## src/rtl/sfpw_pkg.sv

```systemverilog
`timescale 1ns/1ps
// Shared constants and state encoding for the page-write sequencer.
// Assumes a flash that uses the common single-byte command set.
package sfpw_pkg;
    localparam logic [7:0] OP_WREN  = 8'h06;
    localparam logic [7:0] OP_PROG  = 8'h02;
    localparam logic [7:0] OP_RDSR  = 8'h05;
    localparam logic [7:0] OP_DUMMY = 8'h00;

    typedef enum logic [3:0] {
        ST_IDLE,
        ST_GAP,
        ST_PLAN,
        ST_WREN,
        ST_HDR,
        ST_REQ,
        ST_DAT,
        ST_RDSR,
        ST_STAT
    } seq_st_t;
endpackage

```

## src/rtl/sfpw_chunk_calc.sv

```systemverilog
`timescale 1ns/1ps
// Piece-length calculator: min(remaining, bytes left in the current page).
// Assumes CNT_W > PAGE_W so that a full page length fits the count.
module sfpw_chunk_calc #(
    parameter int ADDR_W = 24,
    parameter int CNT_W  = 24,
    parameter int PAGE_W = 8
) (
    input  logic [ADDR_W-1:0] addr_i,
    input  logic [CNT_W-1:0]  remain_i,
    output logic [PAGE_W:0]   len_o
);
    localparam logic [PAGE_W:0] PAGE_BYTES = {1'b1, {PAGE_W{1'b0}}};

    logic [PAGE_W:0] room;

    // Purpose: bytes from the address up to the end of its page, clipped by remainder.
    always_comb begin
        room = PAGE_BYTES - {1'b0, addr_i[PAGE_W-1:0]};
        if (remain_i >= CNT_W'(room)) len_o = room;
        else                          len_o = remain_i[PAGE_W:0];
    end
endmodule

```

## src/rtl/sfpw_byte_shifter.sv

```systemverilog
`timescale 1ns/1ps
// Serial byte engine, clock idle low, data launched after the falling edge
// and captured on the rising edge. One go pulse moves one byte each way.
// Assumes go_i only arrives while the engine is idle; select is owned by the caller.
module sfpw_byte_shifter #(
    parameter int HALF_DIV = 2
) (
    input  logic       clk,
    input  logic       rst_n,
    input  logic       go_i,
    input  logic [7:0] tx_i,
    input  logic       miso_i,
    output logic       sck_o,
    output logic       mosi_o,
    output logic [7:0] rx_o,
    output logic       done_o
);
    localparam int CW = (HALF_DIV > 1) ? $clog2(HALF_DIV) : 1;
    localparam logic [CW-1:0] DIV_LAST = CW'(HALF_DIV - 1);

    logic          act_q;
    logic [CW-1:0] div_q;
    logic [2:0]    bit_q;
    logic [7:0]    sr_q;
    logic [7:0]    rx_q;
    logic          sck_q;
    logic          done_q;

    // Purpose: half-period timing, bit shifting and capture of the returned byte.
    always_ff @(posedge clk) begin
        if (!rst_n) begin
            act_q  <= 1'b0;
            div_q  <= '0;
            bit_q  <= '0;
            sr_q   <= '0;
            rx_q   <= '0;
            sck_q  <= 1'b0;
            done_q <= 1'b0;
        end else begin
            done_q <= 1'b0;
            if (go_i && !act_q) begin
                act_q <= 1'b1;
                sr_q  <= tx_i;
                bit_q <= '0;
                div_q <= '0;
                sck_q <= 1'b0;
            end else if (act_q) begin
                if (div_q == DIV_LAST) begin
                    div_q <= '0;
                    if (!sck_q) begin
                        sck_q <= 1'b1;
                        rx_q  <= {rx_q[6:0], miso_i};
                    end else begin
                        sck_q <= 1'b0;
                        if (bit_q == 3'd7) begin
                            act_q  <= 1'b0;
                            done_q <= 1'b1;
                        end else begin
                            bit_q <= bit_q + 3'd1;
                            sr_q  <= {sr_q[6:0], 1'b0};
                        end
                    end
                end else begin
                    div_q <= div_q + CW'(1);
                end
            end
        end
    end

    assign sck_o  = sck_q;
    assign mosi_o = sr_q[7];
    assign rx_o   = rx_q;
    assign done_o = done_q;
endmodule

```

## src/rtl/sfpw_ctrl.sv

```systemverilog
`timescale 1ns/1ps
// Command sequencer: per page piece it runs write-enable, program (address
// and data pulled from the source) and status polling, with a minimum
// select-high gap before every command.
// Assumes the byte engine returns one done pulse per go pulse.
module sfpw_ctrl
    import sfpw_pkg::*;
#(
    parameter int ADDR_BYTES = 3,
    parameter int CNT_W      = 24,
    parameter int PAGE_W     = 8,
    parameter int GAP_CYC    = 3
) (
    input  logic                    clk,
    input  logic                    rst_n,
    input  logic                    start_i,
    input  logic [8*ADDR_BYTES-1:0] addr_i,
    input  logic [CNT_W-1:0]        count_i,
    output logic                    req_o,
    input  logic                    ack_i,
    input  logic [7:0]              data_i,
    output logic                    sh_go_o,
    output logic [7:0]              sh_tx_o,
    input  logic                    sh_done_i,
    input  logic [7:0]              sh_rx_i,
    output logic                    cs_n_o,
    output logic                    busy_o,
    output logic                    done_o,
    output logic [8*ADDR_BYTES-1:0] cur_addr_o,
    output logic [CNT_W-1:0]        remain_o,
    input  logic [PAGE_W:0]         chunk_len_i
);
    localparam int ADDR_W = 8 * ADDR_BYTES;
    localparam int GW     = (GAP_CYC > 1) ? $clog2(GAP_CYC) : 1;
    localparam int IW     = $clog2(ADDR_BYTES + 1);
    localparam logic [GW-1:0] GAP_LAST = GW'(GAP_CYC - 1);
    localparam logic [IW-1:0] HDR_END  = IW'(ADDR_BYTES);

    seq_st_t           st_q, ret_q;
    logic              cs_n_q, go_q, done_q;
    logic [7:0]        tx_q;
    logic [ADDR_W-1:0] addr_q;
    logic [CNT_W-1:0]  rem_q;
    logic [PAGE_W:0]   len_q, left_q;
    logic [IW-1:0]     hdr_q;
    logic [GW-1:0]     gap_q;
    logic [7:0]        hdr_byte;

    // Purpose: pick the address byte for the current header position, high byte first.
    always_comb begin
        hdr_byte = '0;
        for (int k = 0; k < ADDR_BYTES; k++)
            if (int'(hdr_q) == k) hdr_byte = addr_q[8*(ADDR_BYTES-1-k) +: 8];
    end

    // Purpose: main state machine with registered select, engine launch and done.
    always_ff @(posedge clk) begin
        if (!rst_n) begin
            st_q   <= ST_IDLE;
            ret_q  <= ST_PLAN;
            cs_n_q <= 1'b1;
            go_q   <= 1'b0;
            done_q <= 1'b0;
            tx_q   <= '0;
            addr_q <= '0;
            rem_q  <= '0;
            len_q  <= '0;
            left_q <= '0;
            hdr_q  <= '0;
            gap_q  <= '0;
        end else begin
            go_q   <= 1'b0;
            done_q <= 1'b0;
            unique case (st_q)
                ST_IDLE: if (start_i) begin
                    addr_q <= addr_i;
                    rem_q  <= count_i;
                    ret_q  <= ST_PLAN;
                    gap_q  <= '0;
                    st_q   <= ST_GAP;
                end
                ST_GAP: begin
                    if (gap_q == GAP_LAST) begin
                        unique case (ret_q)
                            ST_HDR: begin
                                cs_n_q <= 1'b0;
                                go_q   <= 1'b1;
                                tx_q   <= OP_PROG;
                                hdr_q  <= '0;
                                st_q   <= ST_HDR;
                            end
                            ST_RDSR: begin
                                cs_n_q <= 1'b0;
                                go_q   <= 1'b1;
                                tx_q   <= OP_RDSR;
                                st_q   <= ST_RDSR;
                            end
                            default: st_q <= ST_PLAN;
                        endcase
                    end else begin
                        gap_q <= gap_q + GW'(1);
                    end
                end
                ST_PLAN: begin
                    if (rem_q == '0) begin
                        done_q <= 1'b1;
                        st_q   <= ST_IDLE;
                    end else begin
                        len_q  <= chunk_len_i;
                        left_q <= chunk_len_i;
                        cs_n_q <= 1'b0;
                        go_q   <= 1'b1;
                        tx_q   <= OP_WREN;
                        st_q   <= ST_WREN;
                    end
                end
                ST_WREN: if (sh_done_i) begin
                    cs_n_q <= 1'b1;
                    gap_q  <= '0;
                    ret_q  <= ST_HDR;
                    st_q   <= ST_GAP;
                end
                ST_HDR: if (sh_done_i) begin
                    if (hdr_q != HDR_END) begin
                        go_q  <= 1'b1;
                        tx_q  <= hdr_byte;
                        hdr_q <= hdr_q + IW'(1);
                    end else begin
                        st_q <= ST_REQ;
                    end
                end
                ST_REQ: if (ack_i) begin
                    go_q   <= 1'b1;
                    tx_q   <= data_i;
                    left_q <= left_q - 1'b1;
                    st_q   <= ST_DAT;
                end
                ST_DAT: if (sh_done_i) begin
                    if (left_q == '0) begin
                        cs_n_q <= 1'b1;
                        gap_q  <= '0;
                        ret_q  <= ST_RDSR;
                        st_q   <= ST_GAP;
                    end else begin
                        st_q <= ST_REQ;
                    end
                end
                ST_RDSR: if (sh_done_i) begin
                    go_q <= 1'b1;
                    tx_q <= OP_DUMMY;
                    st_q <= ST_STAT;
                end
                ST_STAT: if (sh_done_i) begin
                    cs_n_q <= 1'b1;
                    gap_q  <= '0;
                    if (sh_rx_i[0]) begin
                        ret_q <= ST_RDSR;
                        st_q  <= ST_GAP;
                    end else begin
                        addr_q <= addr_q + ADDR_W'(len_q);
                        rem_q  <= rem_q - CNT_W'(len_q);
                        if (rem_q == CNT_W'(len_q)) begin
                            done_q <= 1'b1;
                            st_q   <= ST_IDLE;
                        end else begin
                            ret_q <= ST_PLAN;
                            st_q  <= ST_GAP;
                        end
                    end
                end
                default: st_q <= ST_IDLE;
            endcase
        end
    end

    assign req_o      = (st_q == ST_REQ);
    assign sh_go_o    = go_q;
    assign sh_tx_o    = tx_q;
    assign cs_n_o     = cs_n_q;
    assign busy_o     = (st_q != ST_IDLE);
    assign done_o     = done_q;
    assign cur_addr_o = addr_q;
    assign remain_o   = rem_q;
endmodule

```

## src/rtl/sflash_page_writer.sv

```systemverilog
`timescale 1ns/1ps
// Top of the page-write sequencer: joins the command sequencer, the
// piece-length calculator and the serial byte engine.
// Assumes CLK_DIV >= 1, GAP_CYC >= 1 and CNT_W > PAGE_W.
module sflash_page_writer #(
    parameter int CLK_DIV    = 2,
    parameter int GAP_CYC    = 3,
    parameter int ADDR_BYTES = 3,
    parameter int CNT_W      = 24,
    parameter int PAGE_W     = 8
) (
    input  logic                    clk,
    input  logic                    rst_n,
    input  logic                    start_i,
    input  logic [8*ADDR_BYTES-1:0] addr_i,
    input  logic [CNT_W-1:0]        count_i,
    output logic                    req_o,
    input  logic                    ack_i,
    input  logic [7:0]              data_i,
    output logic                    sck_o,
    output logic                    cs_n_o,
    output logic                    mosi_o,
    input  logic                    miso_i,
    output logic                    busy_o,
    output logic                    done_o
);
    localparam int ADDR_W = 8 * ADDR_BYTES;

    logic              sh_go, sh_done;
    logic [7:0]        sh_tx, sh_rx;
    logic [ADDR_W-1:0] cur_addr;
    logic [CNT_W-1:0]  remain;
    logic [PAGE_W:0]   chunk_len;

    sfpw_ctrl #(
        .ADDR_BYTES(ADDR_BYTES), .CNT_W(CNT_W), .PAGE_W(PAGE_W), .GAP_CYC(GAP_CYC)
    ) u_ctrl (
        .clk(clk), .rst_n(rst_n), .start_i(start_i), .addr_i(addr_i),
        .count_i(count_i), .req_o(req_o), .ack_i(ack_i), .data_i(data_i),
        .sh_go_o(sh_go), .sh_tx_o(sh_tx), .sh_done_i(sh_done), .sh_rx_i(sh_rx),
        .cs_n_o(cs_n_o), .busy_o(busy_o), .done_o(done_o),
        .cur_addr_o(cur_addr), .remain_o(remain), .chunk_len_i(chunk_len)
    );

    sfpw_chunk_calc #(
        .ADDR_W(ADDR_W), .CNT_W(CNT_W), .PAGE_W(PAGE_W)
    ) u_chunk (
        .addr_i(cur_addr), .remain_i(remain), .len_o(chunk_len)
    );

    sfpw_byte_shifter #(
        .HALF_DIV(CLK_DIV)
    ) u_shift (
        .clk(clk), .rst_n(rst_n), .go_i(sh_go), .tx_i(sh_tx), .miso_i(miso_i),
        .sck_o(sck_o), .mosi_o(mosi_o), .rx_o(sh_rx), .done_o(sh_done)
    );
endmodule

```

## config.mk

```make
export PLATFORM = sky130hd
export DESIGN_NAME = sflash_page_writer
export DESIGN_NICKNAME = d
export VERILOG_FILES = /design/src/rtl/sfpw_pkg.sv /design/src/rtl/sfpw_chunk_calc.sv /design/src/rtl/sfpw_byte_shifter.sv /design/src/rtl/sfpw_ctrl.sv /design/src/rtl/sflash_page_writer.sv
export SDC_FILE = /design/constraint.sdc
export NUM_CORES = 1
export LEC_CHECK = 0
export BUFFER_PORTS_ARGS = -buffer_cell sky130_fd_sc_hd__buf_2
export CORE_AREA = 2 2 130 132
export CTS_BUF_LIST = sky130_fd_sc_hd__clkbuf_2
export DETAILED_ROUTE_END_ITERATION = 10
export DIE_AREA = 0 0 132 134
export PLACE_DENSITY_LB_ADDON = 0.3
export SYNTH_ARGS = -nofsm -noshare
export SYNTH_HDL_FRONTEND = slang
export SYNTH_SLANG_ARGS = --single-unit
```

## constraint.sdc

```tcl
create_clock -name clk -period 3.5 [get_ports clk]
set_input_delay 0.7 -clock clk [delete_from_list [all_inputs] [get_ports clk]]
set_output_delay 0.7 -clock clk [all_outputs]
set_load 0.01 [all_outputs]
```

==> results.toml <==
[timing]
hold_violations = 0
clock_skew_ps = 39.3
timing.hold.ws_ps = 243
worst_pin_slew_ps = 1120
period_share_pct = 86.4
setup_viol = 0
max_slew_margin_pct = 24.4
finalCriticalPeriod_ps = 3020
fmax_ghz = 0.331
maxSlewViolCount = 0
rsz0062_at_grt = "no"
tns_ps = 0

[logic_synthesis]
ys_ff_latch = 104
yosysTopAreaCell = "dfxtp_1"
synthFlopType = "dfxtp_1"
synth_commonest_cells = "109 x nand2_1, 104 x dfxtp_1, 85 x nor2_1"
syn_area_per_cell_sq_um = 7.63
synth-edff-count = 0
synth_nets = 1040
seq_area_frac_synth_pct = 29.0
synth.most_common_cell = "nand2_1"
synth_cells = 941
ys.warnings.count = 0
yosysUniqueCellTypes = 74
yosys-top-cells-area = "dfxtp_1 29%, ha_1 6.3%, nand2_1 5.7%"
syn_area_sq_um = 7180
netlist.area_leader.share_pct = 29.0
async_flop_share_pct = 0

[clocking]
cts_made_buffers = 9
clk_latency_ps = 670
cts-root-buf = "clkbuf_2"
cts_sinks = 104
holdBufCountCts = 0
post_cts_resized = 0
ctsHtreeMaxLevel = 3
postCtsSetupBuffers = 0
cts.clk_slew.worst_paths_ps = 340
tritoncts = "yes"
cts_buffer_depth = 2

[die]
core_sq_um = 16300
num_io_pins = 67
die_width_um = 132
die_area_sq_um = 17700
die_h_um = 134
num_rows = 47
initial_core_util_pct = 44.1

[cells_and_area]
nets = 1075
final_util_pct = 48.1
area_growth_pct = 8.97
drive_above_1_share_pct = 13.0
seq_area_sq_um = 2080
multiInputGateArea_sq_um = 4730
fillCellCount = 1656

[global_routing]
grt_pass1_wl_um = 35400
antenna_found_initial = 1
grt_overflow = 0
first_global_vias = 6929
grt_usage_pct = 24.7
grt_max_degree = 60

[setup_path]
path_class = "register to output port"
critPathLaunchType = "register"
arrival_ps = 2320
worstPathRequired_ps = 2800
crit_fanout = 13
end_kind = "output port"

[place]
hpwl_um = 15500
portBuffers = 66
gp_congestion = 0.901

[power_and_ir_drop]
worst_ir_drop_vdd_mv = 0.412
seqPwrFrac_pct = 32.9
combPwrFrac_pct = 56.7
power.density_nw_per_um2 = 718
power.internal_mw = 2.89
swShare_pct = 48.6
p_leak_nw = 3.18
clkPwrFrac_pct = 10.4
p_sw_mw = 2.73

[outcome]
status = "completed"

[route]
ant_nets = 0
num_vias = 7195
drtIter0Drc = 620
drc = 0
first_pass_iters = 5
drt-total-wl_um = 21500
viasPerCell = 5.99
wl_per_cell_um = 17.9

[min_path]
hp-class = "primary input to register"

[job]
drv_cap = 0
routing by layer:
layer  track usage, %  vias to the layer above  routed length (um)
met2             38.8                      246                9510
met1             34.1                     3368               10200
li1                 -                     3537                   -
met3             3.21                       44                1200
met4             11.1                        0                 688
met5                0                        -                   0
per-stage QoR:
stage	cells	cell area, sq um	setup WS (ps)	total power [mW]
detailed placement	1185	7710	615	4.99
floorplan	941	7180	622	4.17
global placement	1185	7710	728	4.95
CTS	1201	7830	423	5.58
global route	1202	7830	262	6.09
finish	1202	7830	475	5.62
sequential cells by signal, indices dropped and copies added (netlist names), 2 cells and up:
name               flops
u_ctrl.ret_q           3
u_ctrl.sh_tx_o         8
u_ctrl.st_q            4
u_ctrl.left_q          9
u_shift.bit_q          3
u_ctrl.gap_q           2
u_ctrl.len_q           9
u_ctrl.hdr_q           2
u_ctrl.remain_o       24
u_ctrl.cur_addr_o     24
u_shift.sr_q           8
critical path, cell delays in order (launching register included):
cell,delay (ps)
dfxtp_1,560
buf_4,260
nor4bb_2,580
buf_2,240
power groups by stage:
stage,Combinational [mW],Clock (mW),Sequential [mW]
after floorplan,2.44,0,1.72
final,3.19,0.584,1.85
after global routing,3.56,0.639,1.89
after detailed placement,3.13,0,1.86
after global placement,3.10,0,1.85
after CTS,3.14,0.600,1.84
cell usage in the layout, fill, tap and decap left out, drive strengths merged, types with 5 or more instances in the layout:
master / synthesis / routed
nand2: 109 / 109
o2111ai: 5 / 5
a31oi: 18 / 18
a21oi: 80 / 80
nand3b: 13 / 13
nor2: 85 / 85
o21ai: 44 / 44
o211ai: 16 / 16
mux2i: 20 / 20
nand4: 8 / 8
a21o: 13 / 13
ha: 36 / 36
o21a: 6 / 6
nor4: 12 / 12
mux2: 9 / 9
clkbuf: 51 / 9
a311oi: 7 / 7
a211oi: 30 / 30
o31a: 8 / 8
nor3: 33 / 33
inv: 32 / 34
xor2: 13 / 13
buf: 14 / 89
xnor2: 14 / 14
nand3: 28 / 28
a22oi: 6 / 6
or3: 10 / 10
nor2b: 13 / 13
a221oi: 5 / 5
and3: 8 / 8
nor3b: 6 / 6
nand2b: 7 / 7
nor4b: 5 / 5
o22ai: 7 / 7
dfxtp: 104 / 104
worst paths after layout:
kind                              from               endpoint  slack, ps  depth (start not counted)
setup / recovery        u_ctrl.st_q[2]                  req_o        480                          3
hold / removal              addr_i[21]  u_ctrl.cur_addr_o[21]        240                          3
setup reg to reg  u_ctrl.cur_addr_o[2]        u_ctrl.len_q[5]        580                         12
hold reg to reg        u_shift.sr_q[0]        u_shift.sr_q[0]        490                          2
cell type report:
cell class / instances / area share (%)
clock inverters: 7 / 0.847
inverters: 32 / 1.53
flip-flops and latches: 104 / 26.6
well taps: 220 / 3.52
multi-input cells: 740 / 60.5
diodes: 1 / 0.0320
clock buffers: 9 / 0.575
repair buffers: 89 / 6.43
kinds of logic (layout without fill, tap and decap cells):
group | count (synthesis) | after routing | synth area share (%)
AND/OR/NAND/NOR | 362 | 362 | 25.1
flip-flops | 104 | 104 | 29.0
adder cells (fa/ha/maj) | 38 | 38 | 6.83
XOR/XNOR | 27 | 27 | 3.29
AO/OA/AOI/OAI | 284 | 284 | 26.2
buffers and inverters | 97 | 137 | 5.36
multiplexers | 29 | 29 | 4.20
other | 0 | 1 | 0
Note: power is estimated with default switching activity, not from simulation.
